===== src/rtl/sdseq_pkg.sv =====
package sdseq_pkg;

  typedef enum logic [2:0] {
    CMD_NOP,
    CMD_ACT,
    CMD_RD,
    CMD_WR,
    CMD_PRE
  } sdCmd_e;

  typedef enum logic [1:0] {
    LD_NONE,
    LD_RP,
    LD_RCD,
    LD_CL
  } cntLoad_e;

  // control -> datapath
  typedef struct packed {
    logic     latchReq;
    cntLoad_e cntLoad;
    logic     cntDec;
    logic     setOpen;
    logic     clrOpen;
    sdCmd_e   cmd;
    logic     lineEn;
    logic     csEn;
  } seqStrobe_t;

  // datapath -> control
  typedef struct packed {
    logic pageHit;
    logic pageConflict;
    logic isWrite;
    logic cntZero;
    logic cntOne;
  } seqStatus_t;

  localparam int unsigned TIMER_W = 2;

endpackage


===== src/rtl/sdseq_dpath.sv =====
module sdseq_dpath
  import sdseq_pkg::*;
#(
  parameter int BANK_W = 2,
  parameter int ROW_W  = 12,
  parameter int COL_W  = 9,
  parameter int MA_W   = 12
) (
  input  logic                          clk,
  input  logic                          rstN,
  input  logic                          cfgCl3,
  input  logic                          cfgRcd3,
  input  logic                          cfgRp3,
  input  logic                          cfgLeadSlow,
  input  logic                          reqWrite,
  input  logic [BANK_W+ROW_W+COL_W-1:0] reqAddr,
  input  seqStrobe_t                    strobe,
  output seqStatus_t                    status,
  output logic                          sdCsN,
  output logic                          sdRasN,
  output logic                          sdCasN,
  output logic                          sdWeN,
  output logic [BANK_W-1:0]             sdBa,
  output logic [MA_W-1:0]               sdAddr
);

  localparam int NBANK = 1 << BANK_W;

  // captured request and configuration
  logic [BANK_W-1:0]  bankQ;
  logic [ROW_W-1:0]   rowQ;
  logic [COL_W-1:0]   colQ;
  logic               writeQ;
  logic               cl3Q, rcd3Q, rp3Q;
  logic [TIMER_W-1:0] timer;

  always_ff @(posedge clk) begin
    if (!rstN) begin
      bankQ  <= '0;
      rowQ   <= '0;
      colQ   <= '0;
      writeQ <= 1'b0;
      cl3Q   <= 1'b0;
      rcd3Q  <= 1'b0;
      rp3Q   <= 1'b0;
    end else if (strobe.latchReq) begin
      colQ   <= reqAddr[COL_W-1:0];
      rowQ   <= reqAddr[COL_W +: ROW_W];
      bankQ  <= reqAddr[COL_W+ROW_W +: BANK_W];
      writeQ <= reqWrite;
      cl3Q   <= cfgCl3;
      rcd3Q  <= cfgRcd3;
      rp3Q   <= cfgRp3;
    end
  end

  // shared wait timer: leadoff, precharge, row-to-column and latency windows
  always_ff @(posedge clk) begin
    if (!rstN) begin
      timer <= '0;
    end else if (strobe.latchReq) begin
      timer <= (!reqWrite && cfgLeadSlow) ? TIMER_W'(1) : TIMER_W'(0);
    end else begin
      unique case (strobe.cntLoad)
        LD_RP:   timer <= rp3Q  ? TIMER_W'(2) : TIMER_W'(1);
        LD_RCD:  timer <= rcd3Q ? TIMER_W'(2) : TIMER_W'(1);
        LD_CL:   timer <= cl3Q  ? TIMER_W'(2) : TIMER_W'(1);
        default: if (strobe.cntDec) timer <= timer - 1'b1;
      endcase
    end
  end

  // open-row record, one entry per bank
  logic [NBANK-1:0] bankOpen;
  logic [NBANK-1:0] bankMatch;

  for (genvar b = 0; b < NBANK; b++) begin : g_bank
    logic             openVld;
    logic [ROW_W-1:0] openRow;
    logic             selThis;

    assign selThis = (bankQ == BANK_W'(b));

    always_ff @(posedge clk) begin
      if (!rstN) begin
        openVld <= 1'b0;
        openRow <= '0;
      end else if (selThis && strobe.setOpen) begin
        openVld <= 1'b1;
        openRow <= rowQ;
      end else if (selThis && strobe.clrOpen) begin
        openVld <= 1'b0;
      end
    end

    assign bankOpen[b]  = openVld;
    assign bankMatch[b] = (openRow == rowQ);
  end

  always_comb begin
    status.pageHit      = bankOpen[bankQ] && bankMatch[bankQ];
    status.pageConflict = bankOpen[bankQ] && !bankMatch[bankQ];
    status.isWrite      = writeQ;
    status.cntZero      = (timer == '0);
    status.cntOne       = (timer == TIMER_W'(1));
  end

  // command line encoding and address multiplexing
  logic [2:0]      rcw;
  logic [MA_W-1:0] maMux;

  always_comb begin
    rcw   = 3'b111;
    maMux = '0;
    if (strobe.lineEn) begin
      unique case (strobe.cmd)
        CMD_ACT: begin rcw = 3'b011; maMux[ROW_W-1:0] = rowQ; end
        CMD_RD:  begin rcw = 3'b101; maMux[COL_W-1:0] = colQ; end
        CMD_WR:  begin rcw = 3'b100; maMux[COL_W-1:0] = colQ; end
        CMD_PRE: begin rcw = 3'b010; end
        default: begin rcw = 3'b111; end
      endcase
    end
  end

  assign sdCsN  = !strobe.csEn;
  assign sdRasN = rcw[2];
  assign sdCasN = rcw[1];
  assign sdWeN  = rcw[0];
  assign sdBa   = strobe.lineEn ? bankQ : '0;
  assign sdAddr = maMux;

  // bus-level timing checks
  logic isPre, isAct, isCol;
  assign isPre = !sdCsN && {sdRasN, sdCasN, sdWeN} == 3'b010;
  assign isAct = !sdCsN && {sdRasN, sdCasN, sdWeN} == 3'b011;
  assign isCol = !sdCsN && sdRasN && !sdCasN;

  AST_PRE_ACT_SHORT: assert property (@(posedge clk) disable iff (!rstN)
    isPre && !rp3Q |-> ##2 isAct);
  AST_PRE_ACT_LONG: assert property (@(posedge clk) disable iff (!rstN)
    isPre && rp3Q |-> ##3 isAct);
  AST_ACT_COL_SHORT: assert property (@(posedge clk) disable iff (!rstN)
    isAct && !rcd3Q |-> ##2 isCol);
  AST_ACT_COL_LONG: assert property (@(posedge clk) disable iff (!rstN)
    isAct && rcd3Q |-> ##3 isCol);
  AST_CMD_GAP: assert property (@(posedge clk) disable iff (!rstN)
    !sdCsN |=> sdCsN);

endmodule


===== src/rtl/sdseq_ctrl.sv =====
module sdseq_ctrl
  import sdseq_pkg::*;
(
  input  logic       clk,
  input  logic       rstN,
  input  logic       reqValid,
  input  seqStatus_t status,
  output seqStrobe_t strobe,
  output logic       reqReady,
  output logic       rdValid,
  output logic       reqDone
);

  typedef enum logic [2:0] {
    S_IDLE,
    S_LEAD,
    S_ISSUE,
    S_WAIT,
    S_RDWAIT,
    S_RDDONE
  } seqState_e;

  seqState_e stateQ, stateD;
  sdCmd_e    curCmdQ, curCmdD;
  sdCmd_e    firstCmd, colCmd;

  assign colCmd   = status.isWrite ? CMD_WR : CMD_RD;
  assign firstCmd = status.pageHit      ? colCmd  :
                    status.pageConflict ? CMD_PRE : CMD_ACT;

  always_comb begin
    strobe   = '0;
    stateD   = stateQ;
    curCmdD  = curCmdQ;
    reqReady = 1'b0;
    rdValid  = 1'b0;
    reqDone  = 1'b0;
    unique case (stateQ)
      S_IDLE: begin
        reqReady = 1'b1;
        if (reqValid) begin
          strobe.latchReq = 1'b1;
          stateD          = S_LEAD;
        end
      end
      S_LEAD: begin
        if (status.cntZero) begin
          strobe.lineEn = 1'b1;        // stage lines one clock ahead of select
          strobe.cmd    = firstCmd;
          curCmdD       = firstCmd;
          stateD        = S_ISSUE;
        end else begin
          strobe.cntDec = 1'b1;
        end
      end
      S_ISSUE: begin
        strobe.lineEn = 1'b1;
        strobe.csEn   = 1'b1;
        strobe.cmd    = curCmdQ;
        unique case (curCmdQ)
          CMD_PRE: begin
            strobe.clrOpen = 1'b1;
            strobe.cntLoad = LD_RP;
            curCmdD        = CMD_ACT;
            stateD         = S_WAIT;
          end
          CMD_ACT: begin
            strobe.setOpen = 1'b1;
            strobe.cntLoad = LD_RCD;
            curCmdD        = colCmd;
            stateD         = S_WAIT;
          end
          CMD_RD: begin
            strobe.cntLoad = LD_CL;
            stateD         = S_RDWAIT;
          end
          default: begin
            reqDone = 1'b1;
            stateD  = S_IDLE;
          end
        endcase
      end
      S_WAIT: begin
        if (status.cntOne) stateD = S_ISSUE;
        else               strobe.cntDec = 1'b1;
      end
      S_RDWAIT: begin
        if (status.cntOne) stateD = S_RDDONE;
        else               strobe.cntDec = 1'b1;
      end
      S_RDDONE: begin
        rdValid = 1'b1;
        reqDone = 1'b1;
        stateD  = S_IDLE;
      end
      default: stateD = S_IDLE;
    endcase
  end

  always_ff @(posedge clk) begin
    if (!rstN) begin
      stateQ  <= S_IDLE;
      curCmdQ <= CMD_NOP;
    end else begin
      stateQ  <= stateD;
      curCmdQ <= curCmdD;
    end
  end

  logic readIssued;
  assign readIssued = (stateQ == S_ISSUE) && (curCmdQ == CMD_RD);

  AST_RDV_LATENCY: assert property (@(posedge clk) disable iff (!rstN)
    rdValid |-> ($past(readIssued, 2) || $past(readIssued, 3)));
  AST_DONE_TO_READY: assert property (@(posedge clk) disable iff (!rstN)
    reqDone |=> reqReady);
  AST_ACCEPT_BUSY: assert property (@(posedge clk) disable iff (!rstN)
    reqReady && reqValid |=> !reqReady);

endmodule


===== src/rtl/sdram_cmd_seq.sv =====
module sdram_cmd_seq
  import sdseq_pkg::*;
#(
  parameter  int BANK_W = 2,
  parameter  int ROW_W  = 12,
  parameter  int COL_W  = 9,
  localparam int ADDR_W = BANK_W + ROW_W + COL_W,
  localparam int MA_W   = (ROW_W > COL_W) ? ROW_W : COL_W
) (
  input  logic              clk,
  input  logic              rstN,
  input  logic              cfgCl3,
  input  logic              cfgRcd3,
  input  logic              cfgRp3,
  input  logic              cfgLeadSlow,
  input  logic              reqValid,
  output logic              reqReady,
  input  logic              reqWrite,
  input  logic [ADDR_W-1:0] reqAddr,
  output logic              sdCsN,
  output logic              sdRasN,
  output logic              sdCasN,
  output logic              sdWeN,
  output logic [BANK_W-1:0] sdBa,
  output logic [MA_W-1:0]   sdAddr,
  output logic              rdValid,
  output logic              reqDone
);

  seqStrobe_t strobe;
  seqStatus_t status;

  sdseq_ctrl u_ctrl (
    .clk      (clk),
    .rstN     (rstN),
    .reqValid (reqValid),
    .status   (status),
    .strobe   (strobe),
    .reqReady (reqReady),
    .rdValid  (rdValid),
    .reqDone  (reqDone)
  );

  sdseq_dpath #(
    .BANK_W (BANK_W),
    .ROW_W  (ROW_W),
    .COL_W  (COL_W),
    .MA_W   (MA_W)
  ) u_dpath (
    .clk         (clk),
    .rstN        (rstN),
    .cfgCl3      (cfgCl3),
    .cfgRcd3     (cfgRcd3),
    .cfgRp3      (cfgRp3),
    .cfgLeadSlow (cfgLeadSlow),
    .reqWrite    (reqWrite),
    .reqAddr     (reqAddr),
    .strobe      (strobe),
    .status      (status),
    .sdCsN       (sdCsN),
    .sdRasN      (sdRasN),
    .sdCasN      (sdCasN),
    .sdWeN       (sdWeN),
    .sdBa        (sdBa),
    .sdAddr      (sdAddr)
  );

  AST_IDLE_DESELECT: assert property (@(posedge clk) disable iff (!rstN)
    reqReady |-> sdCsN && sdRasN && sdCasN && sdWeN);

endmodule


===== config.mk =====
export PLATFORM = sky130hd
export DESIGN_NAME = sdram_cmd_seq
export DESIGN_NICKNAME = d
export VERILOG_FILES = /design/src/rtl/sdseq_pkg.sv /design/src/rtl/sdseq_dpath.sv /design/src/rtl/sdseq_ctrl.sv /design/src/rtl/sdram_cmd_seq.sv
export SDC_FILE = /design/constraint.sdc
export NUM_CORES = 1
export LEC_CHECK = 0
export ABC_AREA = 0
export CAP_MARGIN = 20
export CORE_MARGIN = 3
export CORE_UTILIZATION = 46
export CTS_CLUSTER_SIZE = 30
export DETAILED_ROUTE_END_ITERATION = 8
export PLACE_DENSITY = 0.66
export SYNTH_ARGS = -nofsm -noshare
export SYNTH_HDL_FRONTEND = slang
export SYNTH_SLANG_ARGS = --single-unit

===== constraint.sdc =====
create_clock -name clk -period 2.8 [get_ports clk]
set_clock_uncertainty 0.2 [all_clocks]
set_input_delay 0.7 -clock clk [delete_from_list [all_inputs] [get_ports clk]]
set_output_delay 0.7 -clock clk [all_outputs]
set_load 0.03 [all_outputs]

==> results.md <==
## STA
- **share of the cycle needed by the critical path after routing** 113%
- **setup_tns** -3.87 ns
- **worst hold margin** 0.268 ns
- **worst relative slew slack** 45.5%
- **transition time at the pin with the least slew margin** 0.815 ns
- **final count of pins violating max slew** 0
- **worst-case setup margin in the final layout** -0.370 ns
- **highest achievable clock rate** 0.315 GHz
- **shortest period the worst path allows** 3.17 ns
- **Final Hold Viols** 0
- **final setup violating endpoints** 15
- **RSZ-0062 raised after global routing** true

## Synthesis
- **Yosys warnings** 0
- **fraction of the yosys area taken by sequential cells** 40.1%
- **fraction of the mapped netlist area in compound gates** 12.1%
- **Avg Inst Size Synth** 8.48 um2
- **multiplexer share of the synthesized area** 12.0%
- **Post-Synthesis Cells** 512
- **share of synthesized cell area in full adder, half adder and majority cells** 0.576%
- **count of flip-flops with a built-in enable after synthesis** 0
- **post-synthesis register bit count** 87
- **XOR/XNOR share of the synthesized area** 10.1%
- **top_reg_cell synth** dfxtp_1
- **main combinational cell family by area after synthesis** simple AND/OR/NAND/NOR gates
- **simple-gate share of the synthesized area** 19.9%
- **summed instance area of the synthesized netlist** 4340 um2
- **FFs w/ async S/R, synth** 0%
- **unique cell type count in the Yosys netlist** 50
- **Net Count, Synth** 545

## Worst setup path
- **Setup CP Type** register to output pin
- **data arrival time of the critical path** 2.27 ns
- **crit-path max cell delay** 0.37 ns
- **CP Cell Sequence** buf_4, nor2_2, nand2_1, nor4_2, buf_4, a2111oi_4, buf_4, a211oi_4, buf_6
- **Critical Path Most Common Cell** buf_4
- **startpoint type of the worst setup path** register
- **minimum setup slack among reg-to-reg paths** 0.29 ns
- **cell family with most CP delay** buffers and inverters
- **total buffers and inverters traversed by the critical path** 4
- **CP max FO** 6
- **Worst EP required** 1.90 ns
- **kind of end point of the critical path** output pin
- **Critical Path Slowest Stage Cell** dfxtp_4

## Pwr
- **peak ir drop on the vdd network** 385 uV
- **relative contribution of the clock network to total power** 20.0%
- **switching power of the nets** 1.76 mW
- **leakage power total** 2.52 nW
- **switching share of total power** 38.5%
- **relative contribution of combinational cells to total power** 47.1%
- **Flop pwr share** 32.9%
- **Design Power** 4.58 mW
- **Internal** 2.82 mW
- **total power divided by cell area** 758 nW/um2

## Flow run
- **max-cap viol count** 0

## Drt
- **drc violations** 0
- **Pre-antenna DRT Iters** 4
- **average via count per standard cell** 5.43
- **initial DRC count** 182
- **count of antenna-violating nets left after detailed routing** 0
- **Wirelength per Cell** 16.7 um
- **routed wire length** 12,000 um
- **via count** 3,903

## GRT
- **leftover overflow at the end of global routing** 0
- **first-pass GRT wire length** 19,100 um
- **initial antenna violation count** 0
- **global-route total usage across every layer** 23.1%
- **pin count of the biggest net entering global routing** 34
- **vias in the first global route** 3,775

## Die
- **area enclosed by the die boundary** 10,600 um2
- **Die Span X** 103 um
- **vertical die dimension** 103 um
- **I/O pin cnt** 52
- **initial core utilization** 48.6%
- **core area** 8930 um2
- **Std-Cell Rows** 34

## Place
- **number of I/O port buffers** 51
- **half-perimeter wire length after placement** 8350 um
- **Final Wtd Congestion** 0.864
- **Placement Setup Slack** -0.339 ns

## Min path
- **Hold/Removal Path Class** register to register

## Layout
- **end-of-flow core utilization** 67.7%
- **Layout Area Growth over Synthesis** 39.3%
- **fraction of final layout cells sized beyond drive strength 1** 29.6%
- **antenna cell count** 0
- **Final Net Count** 639

## Clock network
- **buffer levels on the longest clock path** 2
- **insertion delay to the later sink of the worst-skew pair** 0.36 ns
- **clock input transition at the sequential cells of the worst setup and hold paths** 0.09 ns
- **root cell of the clock tree** clkbuf_8
- **TritonCTS clock tree** built
- **CTS H-Tree Depth** 3
- **CTS Sinks** 87
- **hold buffers post-CTS** 0
- **clock buffer count from CTS** 9

## Status
- **run status** finished, violations left
- **failing checks** negative setup slack

-- placed cells by master (no fill, tap or decap), types with 4 or more instances in the layout --
| cell | count |
|---|---|
| clkbuf_8 | 9 |
| buf_4 | 65 |
| dfxtp_2 | 8 |
| inv_1 | 5 |
| nand2_1 | 78 |
| nor2_1 | 56 |
| and3_1 | 4 |
| buf_6 | 24 |
| o21ai_4 | 6 |
| nand3_1 | 5 |
| xor2_1 | 5 |
| clkdlybuf4s50_1 | 31 |
| a22oi_1 | 12 |
| xnor2_2 | 17 |
| o21ai_0 | 5 |
| and2_4 | 4 |
| nand4_1 | 9 |
| a21oi_1 | 35 |
| buf_12 | 5 |
| xnor2_1 | 28 |
| dfxtp_1 | 71 |
| dfxtp_4 | 8 |
| mux2i_1 | 50 |
-- Yosys cell counts, drive strengths merged, types with 2 or more instances --
master / number / area share, %
nor4b: 2 / 0.75
nand3: 7 / 0.81
or3b: 3 / 0.61
nand4: 9 / 1.3
buf: 23 / 2.8
a22oi: 12 / 2.1
o21bai: 4 / 0.69
a21oi: 39 / 4.5
nor2b: 4 / 0.58
nand2: 78 / 6.7
dfxtp: 87 / 40
mux2i: 50 / 12
ha: 2 / 0.58
nor3b: 2 / 0.61
o21a: 2 / 0.35
inv: 7 / 0.61
nor4: 4 / 0.58
and3: 4 / 0.58
o21ai: 14 / 1.6
clkbuf: 21 / 1.8
and2: 7 / 1.0
xor2: 5 / 1.0
nand2b: 2 / 0.29
nor3: 4 / 0.46
xnor2: 45 / 9.1
nor2: 57 / 4.9
o32ai: 2 / 0.40
-- registers in the layout, summed over array words and instances (netlist names) --
signal / flops
u_dpath.rcd3Q: 1
u_dpath.colQ: 9
u_dpath.writeQ: 1
u_dpath.rowQ: 12
u_dpath.cl3Q: 1
u_ctrl.stateQ: 3
u_ctrl.curCmdQ: 3
u_dpath.timer: 2
u_dpath.bankQ: 2
u_dpath.g_bank.openRow: 48
u_dpath.rp3Q: 1
u_dpath.g_bank.openVld: 4
-- final timing paths --
kind,from,to,cells past startpoint
max reg2reg,u_ctrl.stateQ[2],u_dpath.g_bank[0].openRow[7],8
min,u_dpath.cl3Q,u_dpath.cl3Q,2
max,u_dpath.bankQ[1],sdWeN,9
min reg2reg,u_dpath.cl3Q,u_dpath.cl3Q,2
-- metal layers --
layer | global-route usage, % | up-vias | routed length (um)
li1 | - | 1927 | -
met5 | 0 | - | 0
met4 | 6.27 | 0 | 187
met1 | 30.9 | 1876 | 5530
met2 | 38.8 | 86 | 5890
met3 | 3.59 | 14 | 435
-- power groups by stage --
stage	clock [mW]	combinational, mW	sequential [mW]
floorplan	0	1.14	1.42
detailed placement	0	1.79	1.52
finish	0.915	2.16	1.51
global placement	0	1.75	1.51
global route	0.978	2.30	1.53
CTS	0.933	2.00	1.49
-- tightest hold or removal path: stages, from the launching register on --
cell and delay [ns]:
dfxtp_1 0.32, nand2_1 0.05, a21oi_1 0.05
-- final cells by class --
class / count / area [um2]
fillers: 703 / 2890
well taps: 108 / 135
clock inverters: 6 / 75.1
inverters: 7 / 26.3
multi-input cells: 374 / 2710
repair buffers: 127 / 1190
clock buffers: 10 / 128
flip-flops and latches: 87 / 1780
-- metrics by stage --
stage	area, um2	std cells
after floorplan	4400	512
final	6050	719
after global routing	6050	719
after CTS	5810	717
after global placement	5350	691
after detailed placement	5350	691
-- timing repair --
| action | in CTS | in global routing |
|---|---|---|
| buffers inserted | 11 | 4 |
| pin swaps | 16 | 16 |
| setup endpoints to repair | 17 | 19 |
| gates resized for setup | 52 | 51 |
| cloned | 1 | 0 |
-- kinds of logic (layout without fill, tap and decap cells) --
logic type / Yosys count / in the layout
flops: 87 / 87
fa+ha+maj: 2 / 2
mux: 51 / 51
xor+xnor: 50 / 50
simple gates: 186 / 186
compound gates: 85 / 85
buf+inv: 51 / 150
(Power assumes the default switching activity.)
